<file path="config.mk">
export PLATFORM = sky130hd
export DESIGN_NAME = ddr_burst_colgen
export DESIGN_NICKNAME = d
export VERILOG_FILES = /design/src/rtl/bcg_pkg.sv /design/src/rtl/bcg_decode.sv /design/src/rtl/bcg_seq.sv /design/src/rtl/bcg_order.sv /design/src/rtl/ddr_burst_colgen.sv
export SDC_FILE = /design/constraint.sdc
export NUM_CORES = 1
export LEC_CHECK = 0
export CORE_MARGIN = 5
export CORE_UTILIZATION = 45
export CTS_BUF_LIST = sky130_fd_sc_hd__clkbuf_4 sky130_fd_sc_hd__clkbuf_8
export DETAILED_ROUTE_END_ITERATION = 8
export GPL_TIMING_DRIVEN = 1
export PLACE_DENSITY = 0.92
export SKIP_LAST_GASP = 1
export SLEW_MARGIN = 20
export SYNTH_ARGS = -nofsm -noshare
export SYNTH_HDL_FRONTEND = slang
export SYNTH_HIERARCHICAL = 1
export SYNTH_SLANG_ARGS = --single-unit
</file>
<file path="constraint.sdc">
create_clock -name clk -period 2.9 [get_ports clk]
set_input_delay 0.58 -clock clk [delete_from_list [all_inputs] [get_ports clk]]
set_output_delay 0.58 -clock clk [all_outputs]
set_load 0.02 [all_outputs]
</file>
<file path="src/rtl/bcg_pkg.sv">
package bcg_pkg;
    localparam int OFF_W   = 3;
    localparam int LANES   = 2;
    localparam int PAIR_W  = 2;
    localparam int CNT_W   = 4;
    localparam int BEATS_LONG  = 8;
    localparam int BEATS_SHORT = 4;

    typedef enum logic [1:0] {
        BLM_FIX8 = 2'b00,
        BLM_OTF  = 2'b01,
        BLM_FIX4 = 2'b10,
        BLM_OTFB = 2'b11
    } blmode_e;

    typedef struct packed {
        logic             len8;
        logic             ilv;
        logic             wr;
        logic             ap;
        logic [OFF_W-1:0] start;
    } burst_desc_t;

    function automatic logic [OFF_W-1:0] seq_off(input logic [OFF_W-1:0] s,
                                                 input logic [OFF_W-1:0] b);
        logic [1:0] lo;
        lo = s[1:0] + b[1:0];
        return {s[2] ^ b[2], lo};
    endfunction

    function automatic logic [OFF_W-1:0] ilv_off(input logic [OFF_W-1:0] s,
                                                 input logic [OFF_W-1:0] b);
        return s ^ b;
    endfunction
endpackage

</file>
<file path="src/rtl/bcg_decode.sv">
module bcg_decode
    import bcg_pkg::*;
(
    input  logic             is_write,
    input  logic [OFF_W-1:0] col,
    input  logic             a10,
    input  logic             a12,
    input  logic [1:0]       bl_mode,
    input  logic             ilv,
    output burst_desc_t      desc
);
    blmode_e mode;
    always_comb begin
        mode = blmode_e'(bl_mode);
        desc = '0;
        unique case (mode)
            BLM_FIX8: desc.len8 = 1'b1;
            BLM_FIX4: desc.len8 = 1'b0;
            default:  desc.len8 = a12;
        endcase
        desc.wr  = is_write;
        desc.ap  = a10;
        desc.ilv = is_write ? 1'b0 : ilv;
        desc.start = is_write ? {col[OFF_W-1], 2'b00} : col;
    end
endmodule

</file>
<file path="src/rtl/bcg_seq.sv">
module bcg_seq
    import bcg_pkg::*;
(
    input  logic              clk,
    input  logic              rst,
    input  logic              cmd_valid,
    input  burst_desc_t       desc_in,
    output logic              active,
    output logic [PAIR_W-1:0] pair,
    output logic              last,
    output logic              err,
    output burst_desc_t       desc_q
);
    localparam logic [PAIR_W-1:0] LAST8 = PAIR_W'(BEATS_LONG / LANES - 1);
    localparam logic [PAIR_W-1:0] LAST4 = PAIR_W'(BEATS_SHORT / LANES - 1);

    logic accept;

    assign last   = active && (pair == (desc_q.len8 ? LAST8 : LAST4));
    assign accept = cmd_valid && (!active || last);

    always_ff @(posedge clk) begin
        if (rst) begin
            active <= 1'b0;
            pair   <= '0;
            err    <= 1'b0;
            desc_q <= '0;
        end else begin
            err <= cmd_valid && active && !last;
            if (accept) begin
                active <= 1'b1;
                pair   <= '0;
                desc_q <= desc_in;
            end else if (active) begin
                if (last) begin
                    active <= 1'b0;
                    pair   <= '0;
                end else begin
                    pair <= pair + 1'b1;
                end
            end
        end
    end

    assert_accept_start_R2: assert property (@(posedge clk) disable iff (rst)
        (cmd_valid && (!active || last)) |=> (active && pair == '0));

    assert_reject_keeps_R9: assert property (@(posedge clk) disable iff (rst)
        (cmd_valid && active && !last) |=> (err && active && pair == $past(pair) + 1'b1
                                             && desc_q == $past(desc_q)));

    assert_short_len_R3: assert property (@(posedge clk) disable iff (rst)
        (active && !desc_q.len8) |-> (pair < 2'd2));

    assert_hold_cfg_R10: assert property (@(posedge clk) disable iff (rst)
        (active && !last) |=> $stable(desc_q));
endmodule

</file>
<file path="src/rtl/bcg_order.sv">
module bcg_order
    import bcg_pkg::*;
(
    input  burst_desc_t       desc,
    input  logic [PAIR_W-1:0] pair,
    output logic [OFF_W-1:0]  offs [LANES]
);
    for (genvar g = 0; g < LANES; g++) begin : g_lane
        logic [OFF_W-1:0] beat;
        always_comb begin
            beat    = OFF_W'(pair) * OFF_W'(LANES) + OFF_W'(g);
            offs[g] = desc.ilv ? ilv_off(desc.start, beat) : seq_off(desc.start, beat);
        end
    end
endmodule

</file>
<file path="src/rtl/ddr_burst_colgen.sv">
module ddr_burst_colgen
    import bcg_pkg::*;
(
    input  logic              clk,
    input  logic              rst,
    input  logic              cmd_valid,
    input  logic              cmd_write,
    input  logic [OFF_W-1:0]  cmd_col,
    input  logic              cmd_a10,
    input  logic              cmd_a12,
    input  logic [1:0]        cfg_bl_mode,
    input  logic              cfg_interleave,
    output logic              burst_active,
    output logic [PAIR_W-1:0] pair_idx,
    output logic              last_pair,
    output logic [CNT_W-1:0]  beat_count,
    output logic [OFF_W-1:0]  off_even,
    output logic [OFF_W-1:0]  off_odd,
    output logic              ap_out,
    output logic              write_burst,
    output logic              cmd_err
);
    burst_desc_t      desc_new, desc_cur;
    logic [OFF_W-1:0] offs [LANES];

    bcg_decode u_dec (
        .is_write(cmd_write), .col(cmd_col), .a10(cmd_a10), .a12(cmd_a12),
        .bl_mode(cfg_bl_mode), .ilv(cfg_interleave), .desc(desc_new)
    );

    bcg_seq u_seq (
        .clk(clk), .rst(rst), .cmd_valid(cmd_valid), .desc_in(desc_new),
        .active(burst_active), .pair(pair_idx), .last(last_pair),
        .err(cmd_err), .desc_q(desc_cur)
    );

    bcg_order u_ord (.desc(desc_cur), .pair(pair_idx), .offs(offs));

    assign off_even    = offs[0];
    assign off_odd     = offs[1];
    assign ap_out      = last_pair && desc_cur.ap;
    assign write_burst = burst_active && desc_cur.wr;
    assign beat_count  = !burst_active ? '0 :
                         (desc_cur.len8 ? CNT_W'(BEATS_LONG) : CNT_W'(BEATS_SHORT));

    assert_ap_on_last_R7: assert property (@(posedge clk) disable iff (rst)
        ap_out |-> (last_pair && burst_active));

    assert_distinct_beats_R4: assert property (@(posedge clk) disable iff (rst)
        burst_active |-> (off_even != off_odd));

    assert_write_aligned_R6: assert property (@(posedge clk) disable iff (rst)
        (write_burst && pair_idx == '0) |-> (off_even[1:0] == 2'b00));

    assert_idle_quiet_R1: assert property (@(posedge clk) disable iff (rst)
        !burst_active |-> (!ap_out && !last_pair && beat_count == '0));
endmodule

</file>
# [Word-level counts from Yosys, hierarchy flattened]
# Cells that the tools add are included.
[totals] regBits=11 inputBits=12 out_inout_bits=17 elab_cells=41
[classes] addsub=4 eq_ne=2 mux=12 bitwise_logic=4 reduce_logical=11
[op_table] cell="4-bit 2-to-1 mux" n=2
[op_table] cell="1-bit logical AND" n=6
[op_table] cell="2-bit 2-to-1 mux" n=3
[op_table] cell="3-bit 2-to-1 mux" n=2
[op_table] cell="3-bit bitwise XOR" n=2
[op_table] cell="2-bit adder" n=2
[op_table] cell="1-bit 2-to-1 mux" n=4
[op_table] cell="3-bit by 1-bit adder with 3-bit output (second input constant)" n=1
[op_table] cell="2-bit by 1-bit adder with 2-bit output (second input constant)" n=1
[op_table] cell="2-bit equality test" n=1
[op_table] cell="2-bit equality test (second input constant)" n=1
[op_table] cell="1-bit zero test" n=2
[op_table] cell="2-bit zero test" n=1
[op_table] cell="1-bit one-hot mux with 2 select lines" n=1
[op_table] cell="2-bit OR reduction" n=1
[op_table] cell="1-bit bitwise XOR" n=2
[op_table] cell="1-bit logical OR" n=1

# [Logic depth before layout (Yosys ltp)]
# Gate-level depths: netlist of run 1.
[depth] word_depth=6 depth_mapped=4 ltp_nobuf=4

# [Hierarchy]
# Netlist of run 1, hierarchy kept.
[modules_own_cells] module="bcg_seq" n_inst=1 cells_each=50 area_per_inst_um2=488.0 seq_area_each_um2=220.2
[modules_own_cells] module="bcg_order" n_inst=1 cells_each=7 area_per_inst_um2=58.8 seq_area_each_um2=0.0
[modules_own_cells] module="bcg_decode" n_inst=1 cells_each=8 area_per_inst_um2=50.0 seq_area_each_um2=0.0
[modules_own_cells] module="ddr_burst_colgen" n_inst=1 cells_each=7 area_per_inst_um2=47.5 seq_area_each_um2=0.0

# [Worst setup path after synthesis of run 1]
# No wires, ideal clock.
[synth_timing] kind="register -> output" from="register u_seq.pair[1]" to="output port ap_out" t_arrival_ps=1324 t_required_ps=2320 setup_slack_ps=996 stages_incl_launch_ff=4 n_path_buf=0 path_cell_list="dfxtp_1 -> xor2_2 -> nor2_1 -> and2_1"
[synth_between] elab_chain_cells=3
[synth_rtl] element="start: declaration" line_no="bcg_seq.sv:9" text="output logic [PAIR_W-1:0] pair,"
[synth_rtl] element="start signal: assignment" line_no="bcg_seq.sv:39" text="pair <= pair + 1'b1;"
[synth_rtl] element="2-bit equality test" line_no="bcg_seq.sv:19" text="assign last = active && (pair == (desc_q.len8 ? LAST8 : LAST4));"
[synth_rtl] element="1-bit logical AND" line_no="bcg_seq.sv:19"
[synth_rtl] element="net last_pair" line_no="ddr_burst_colgen.sv:15" text="output logic last_pair,"
[synth_rtl] element="1-bit logical AND" line_no="ddr_burst_colgen.sv:41" text="assign ap_out = last_pair && desc_cur.ap;"
[synth_rtl] element="end: declaration" line_no="ddr_burst_colgen.sv:19" text="output logic ap_out,"
# The timed path passes the listed nets, and every way through them passes these cells.

# [Worst setup path after layout of run 1]
[layout_timing] from="register u_seq.pair[1]" to="output port ap_out"
[layout_between] elab_chain_cells=3
[layout_rtl] element="2-bit equality test" line_no="bcg_seq.sv:19"
[layout_rtl] element="1-bit logical AND" line_no="bcg_seq.sv:19"
[layout_rtl] element="1-bit logical AND" line_no="ddr_burst_colgen.sv:41"
# Every way passes these cells.

==> out/metrics.cfg, run 1 <==
[floorplanning]
die_y_um=47.8
start_util=0.483
coreArea_um2=1330
row_count=13
ios=29
die_width_um=47.8
dieArea_um2=2290

[clock_tree]
clk_pin_slew_ns=0.06
cts-resized-gates=0
clk_path_buf_depth=2
numCtsBuffers=3
clock_sinks=11
cts_max_level=1
cts_root_buf=clkbuf_4
post-cts-setup-buffer-count=0
clock_latency_ns=0.26
postCtsHoldBufs=0
cts_tree=built

[layout]
diodes=0
layout-drive-gt1-share=0.0947
nFillCells=121
fin_cells=110
area_growth_pct=39.8
fin_nets=108

[logic_synthesis]
synth_area_leaders=dfxtp_1 (34%), nand2b_1 (15%), mux2i_1 (11%)
yosysSeqAreaShare=0.342
netlist_area_um2=644
synth_top_area_share=0.342
yosysMostFrequentCell=nand2b_1
syn_inst=72
syn_avg_cell_area_um2=8.95
synth_area_leader_cell=dfxtp_1
synth-seq-cells=11
ys.flop_type=dfxtp_1
yosys_warnings=6
synth-edff-count=0
async_flop_share=0
synthTopCellsByCount=nand2b_1 (15), dfxtp_1 (11), buf_4 (7), mux2i_1 (7)
yosys.cell_types.count=23

[setup_path]
worstPathArrival_ns=1.73
path_cells=xor2_2 > nor2_1 > and2_1 > clkdlybuf4s50_1
critPathMaxStageDelay_ns=0.53
slowest_stage=clkdlybuf4s50_1
path_buf_inv=1
cp-end-kind=primary output
path_max_fanout=5
critPathRequiredTime_ns=2.32
crit_family=buffers and inverters
ff2ff_setup_slack_ns=1.63
critical_path_class=flip-flop to primary output
cp-start-kind=flip-flop

[run]
maxCapViolCount=0

[sta]
min_period_ns=2.31
skew_ns=0.0100
min_period_over_period=0.797
setup_violations=0
tns_ns=0
hold_viol=0
rsz0062_at_grt=false
fmax_ghz=0.432
timing.hold.ws_ns=0.494
final-max-slew-violation-count=0

[power]
power.static_leakage_nw=0.354
power.density_nw_per_um2=426
total_power_mw=0.384
ir_drop_mv=0.276

[detailed_routing]
postRouteAntennaNets=0
vias=521
wl_per_cell_um=11.8
vias_per_cell=4.74
first_iter_violations=9
drt_pass1_iterations=4
routed_wl_um=1300
drc_errors=0

[placement]
dp_hpwl_um=1030
dp.cells=106
gp_congestion=0.773
numPortBuffers=26

[grt]
grt_max_degree=19
grt_pass1_wl_um=2010
grtUsageTotal=0.126
antenna_found_initial=0
grt_pass1_vias=456
overflow=0

[status]
status=completed

[hold_path]
worstHoldPathType=flip-flop to flip-flop

[kinds of logic (layout without fill, tap and decap cells)]
| group | after synthesis | after routing | share of synthesized area |
|---|---|---|---|
| AOI/OAI and AO/OA | 7 | 7 | 0.0835 |
| xor gates and xnor gates | 4 | 4 | 0.0777 |
| buffers and inverters | 11 | 33 | 0.105 |
| DFF | 11 | 11 | 0.342 |
| muxes | 7 | 7 | 0.109 |
| other | 1 | 2 | 0.00582 |
| and+or+nand+nor | 31 | 31 | 0.278 |
[final cells by class]
cell class | count | area [um^2] | share of cell area
clock buffers | 4 | 30.0 | 0.0333
inverters | 3 | 11.3 | 0.0125
multi-input cells | 51 | 360 | 0.400
flip-flops and latches | 11 | 220 | 0.244
well taps | 15 | 18.8 | 0.0208
repair buffers | 26 | 260 | 0.289
[flip-flops by register name, indices dropped and copies added, names as in the netlist]
name and cells:
u_seq/active 1, u_seq/err 1, u_seq/desc_q 7, u_seq/pair 2
[where the power goes]
group	internal, mW	total, mW	switching [mW]
Sequential	0.160	0.171	0.0111
Clock	0.0624	0.111	0.0485
Combinational	0.0553	0.102	0.0467
Total	0.278	0.384	0.106
[placed cells by master (no fill, tap or decap), types with 2 or more instances in the layout]
cell             Yosys  final
clkdlybuf4s50_1      0     26
clkbuf_4             0      4
nand2b_1            15     15
xor2_2               2      2
nor2_1               4      4
mux2i_1              7      7
inv_1                3      3
conb_1               1      2
and2_1               2      2
dfxtp_1             11     11
nand2_1              3      3
nor2b_1              4      4
a21oi_1              2      2
[tightest hold or removal path: stages, from the launching register on]
cell and delay (ns):
dfxtp_1 0.32, nand2b_1 0.07, mux2i_1 0.06
[layer usage]
metal  wire (um)  track usage  up-vias
met3         127       0.0263        2
met2         603        0.206       22
met1         542        0.155      230
met4          27       0.0645        0
met5           0            0        -
li1            -            -      267
[final timing paths]
path / depth (start not counted) / to / from
max: 4 / ap_out / u_seq/pair[1]$_SDFFE_PP0P_
min: 2 / u_seq/desc_q[2]$_SDFFE_PP0P_ / u_seq/desc_q[2]$_SDFFE_PP0P_
max reg2reg: 3 / u_seq/desc_q[3]$_SDFFE_PP0P_ / u_seq/pair[0]$_SDFFE_PP0P_
min reg2reg: 2 / u_seq/desc_q[2]$_SDFFE_PP0P_ / u_seq/desc_q[2]$_SDFFE_PP0P_
[stage by stage]
step	utilization	worst slack, ns	area (um^2)
floorplan	-	0.996	648
global placement	0.653	0.905	871
detailed placement	0.653	0.859	871
CTS	0.675	0.568	901
global route	0.675	0.485	901
finish	0.675	0.587	901
Power figures use the tool's default switching activity.
==> inputs of run 2 (changes only) <==
CORE_UTILIZATION = 42   (was 45)
PLACE_DENSITY = 0.87   (was 0.92)
clock period = 2.35 ns   (was 2.9 ns; I/O delays follow)
==> out/metrics.cfg, run 2 (same netlist as run 1, synthesis figures left out) <==
[status]
status=completed

[layout]
top_register=u_seq/desc_q
area_growth_pct=40.4
final_common_cell=clkdlybuf4s50_1
nFillCells=134  ; +11%
layout-drive-gt1-share=0.116  ; +0.0211
diodes=0  ; unchanged
reg_top3=u_seq/desc_q: 7 flops, u_seq/pair: 2 flops
regArea_um2=223  ; +1.1%
fin_util=0.608  ; -0.0679
fin_nets=108  ; unchanged
fin_cells=111  ; +0.91%
multi_input_area_um2=360  ; unchanged
largest_register_ff_count=7  ; unchanged
final_cell_mix=clkdlybuf4s50_1 (26), nand2b_1 (15), dfxtp_1 (9), mux2i_1 (7)

[grt]
met1_usage=0.126  ; -0.0287
top_usage_layer=met2
grtUsageTotal=0.124  ; -0.00208
grt_pass1_vias=560  ; +23%
grt_pass1_wl_um=2370  ; +17%
grt_max_degree=19  ; unchanged
overflow=0  ; unchanged
antenna_found_initial=0  ; unchanged
grtUsageMet3=0.0336  ; +0.00732
gr-usage-met2=0.230  ; +0.0238

[detailed_routing]
routed_wl_um=1370  ; +5.2%
postRouteAntennaNets=0  ; unchanged
drt_pass1_iterations=5  ; +1
drc_errors=0  ; unchanged
vias=532  ; +2.1%
wl_per_cell_um=12.3  ; +4.2%
vias_per_cell=4.79  ; +1.2%
first_iter_violations=4  ; -5

[setup_path]
ff2ff_setup_slack_ns=1.12  ; -0.51 ns
critPathMaxStageDelay_ns=0.53  ; about the same
critical_path_class=flip-flop to primary output
crit_family=buffers and inverters
slowest_stage=clkdlybuf4s50_1
critPathRequiredTime_ns=1.88  ; -0.44 ns
path_cells=xor2_2 > nor2_1 > and2_1 > clkdlybuf4s50_1
cp-end-kind=primary output
rr_endpoint=u_seq/desc_q[3]$_SDFFE_PP0P_
cp-start-kind=flip-flop
worstPathArrival_ns=1.74  ; about the same
r2r_start=u_seq/pair[0]$_SDFFE_PP0P_
path_max_fanout=5  ; unchanged
worst_r2r_path_depth=3  ; unchanged
path_buf_inv=1  ; unchanged

[sta]
final-max-slew-violation-count=0  ; unchanged
timing.hold.ws_ns=0.474  ; -0.0197 ns
min_period_over_period=0.939
rsz0062_at_grt=false
hold_viol=0  ; unchanged
min_period_ns=2.21
fmax_ghz=0.453
setup_violations=0  ; unchanged
tns_ns=0  ; unchanged
skew_ns=0.000701  ; -0.00934 ns

[clock_tree]
clock_sinks=11  ; unchanged
cts_tree=built
postCtsHoldBufs=0  ; unchanged
post-cts-setup-buffer-count=0  ; unchanged
cts_root_buf=clkbuf_4
numCtsBuffers=3  ; unchanged
clock_latency_ns=0.26  ; about the same
cts-resized-gates=0  ; unchanged
clk_path_buf_depth=2  ; unchanged
clk_pin_slew_ns=0.07  ; about the same
cts_max_level=1  ; unchanged

[power]
power.static_leakage_nw=0.355  ; +0.20%
ir_drop_mv=0.323  ; +17%
power.density_nw_per_um2=529  ; +24%

[floorplanning]
start_util=0.433  ; -0.0503
die_y_um=49.2  ; +2.8%
dieArea_um2=2420  ; +5.6%
ios=29  ; unchanged
row_count=14  ; +1
coreArea_um2=1490  ; +12%
die_width_um=49.2  ; +2.8%

[hold_path]
whs_path_depth=2  ; unchanged
min-delay-start=u_seq/desc_q[5]$_SDFFE_PP0P_
worstHoldPathType=flip-flop to flip-flop
hold_end=u_seq/desc_q[5]$_SDFFE_PP0P_

[placement]
dp.cells=107  ; +0.94%
numPortBuffers=26  ; unchanged
gp_congestion=0.708  ; -8.4%
dp_hpwl_um=1080  ; +5.0%

[run]
maxCapViolCount=0  ; unchanged

## run 2: cell counts in the layout (fill, tap and decap cells not counted)
No cell type changed its count.
## run 2: per-stage QoR
step / setup WS [ns] / instance area [um^2] / power (mW)
2_1_floorplan: 0.556 / 648 / 0.291
3_3_place_gp: 0.423 / 872 / 0.339
3_5_place_dp: 0.399 / 872 / 0.342
4_1_cts: 0.0873 / 902 / 0.485
5_1_grt: 0.0236 / 905 / 0.505
6_report: 0.142 / 905 / 0.479
## run 2: metal layers
layer	part of all wire	vias up
li1	-	269
met1	0.38	238
met2	0.53	25
met3	0.091	0
met4	0	0
met5	0	-
## run 2: power breakdown
part | internal (mW) | switching [mW]
sequential | 0.198 | 0.0129
clock | 0.0771 | 0.0640
combinational | 0.0683 | 0.0591
total | 0.343 | 0.136
## run 2: worst max-delay path by stage
stage / startpoint / endpoint / slack, ns / cells past startpoint
floorplan: u_seq/pair[1]$_SDFFE_PP0P_ / ap_out / 0.56 / 3
global placement: u_seq/pair[1]$_SDFFE_PP0P_ / ap_out / 0.42 / 4
detailed placement: u_seq/pair[1]$_SDFFE_PP0P_ / ap_out / 0.40 / 4
CTS: u_seq/pair[1]$_SDFFE_PP0P_ / ap_out / 0.09 / 4
global route: u_seq/pair[0]$_SDFFE_PP0P_ / ap_out / 0.02 / 4
finish: u_seq/desc_q[6]$_SDFFE_PP0P_ / ap_out / 0.14 / 4
## run 2: layout make-up
class,instances,share of cell area
Inverter,3,0.0124
Tap cell,16,0.0221
Multi-Input combinational cell,51,0.398
Sequential cell,11,0.246
Timing Repair Buffer,26,0.288
Clock buffer,4,0.0332
## run 2: worst register-to-register path, stage by stage, from the launching register on
cell and delay [ns]:
dfxtp_1 0.49, nand2_1 0.14, o22ai_4 0.30, mux2i_1 0.23
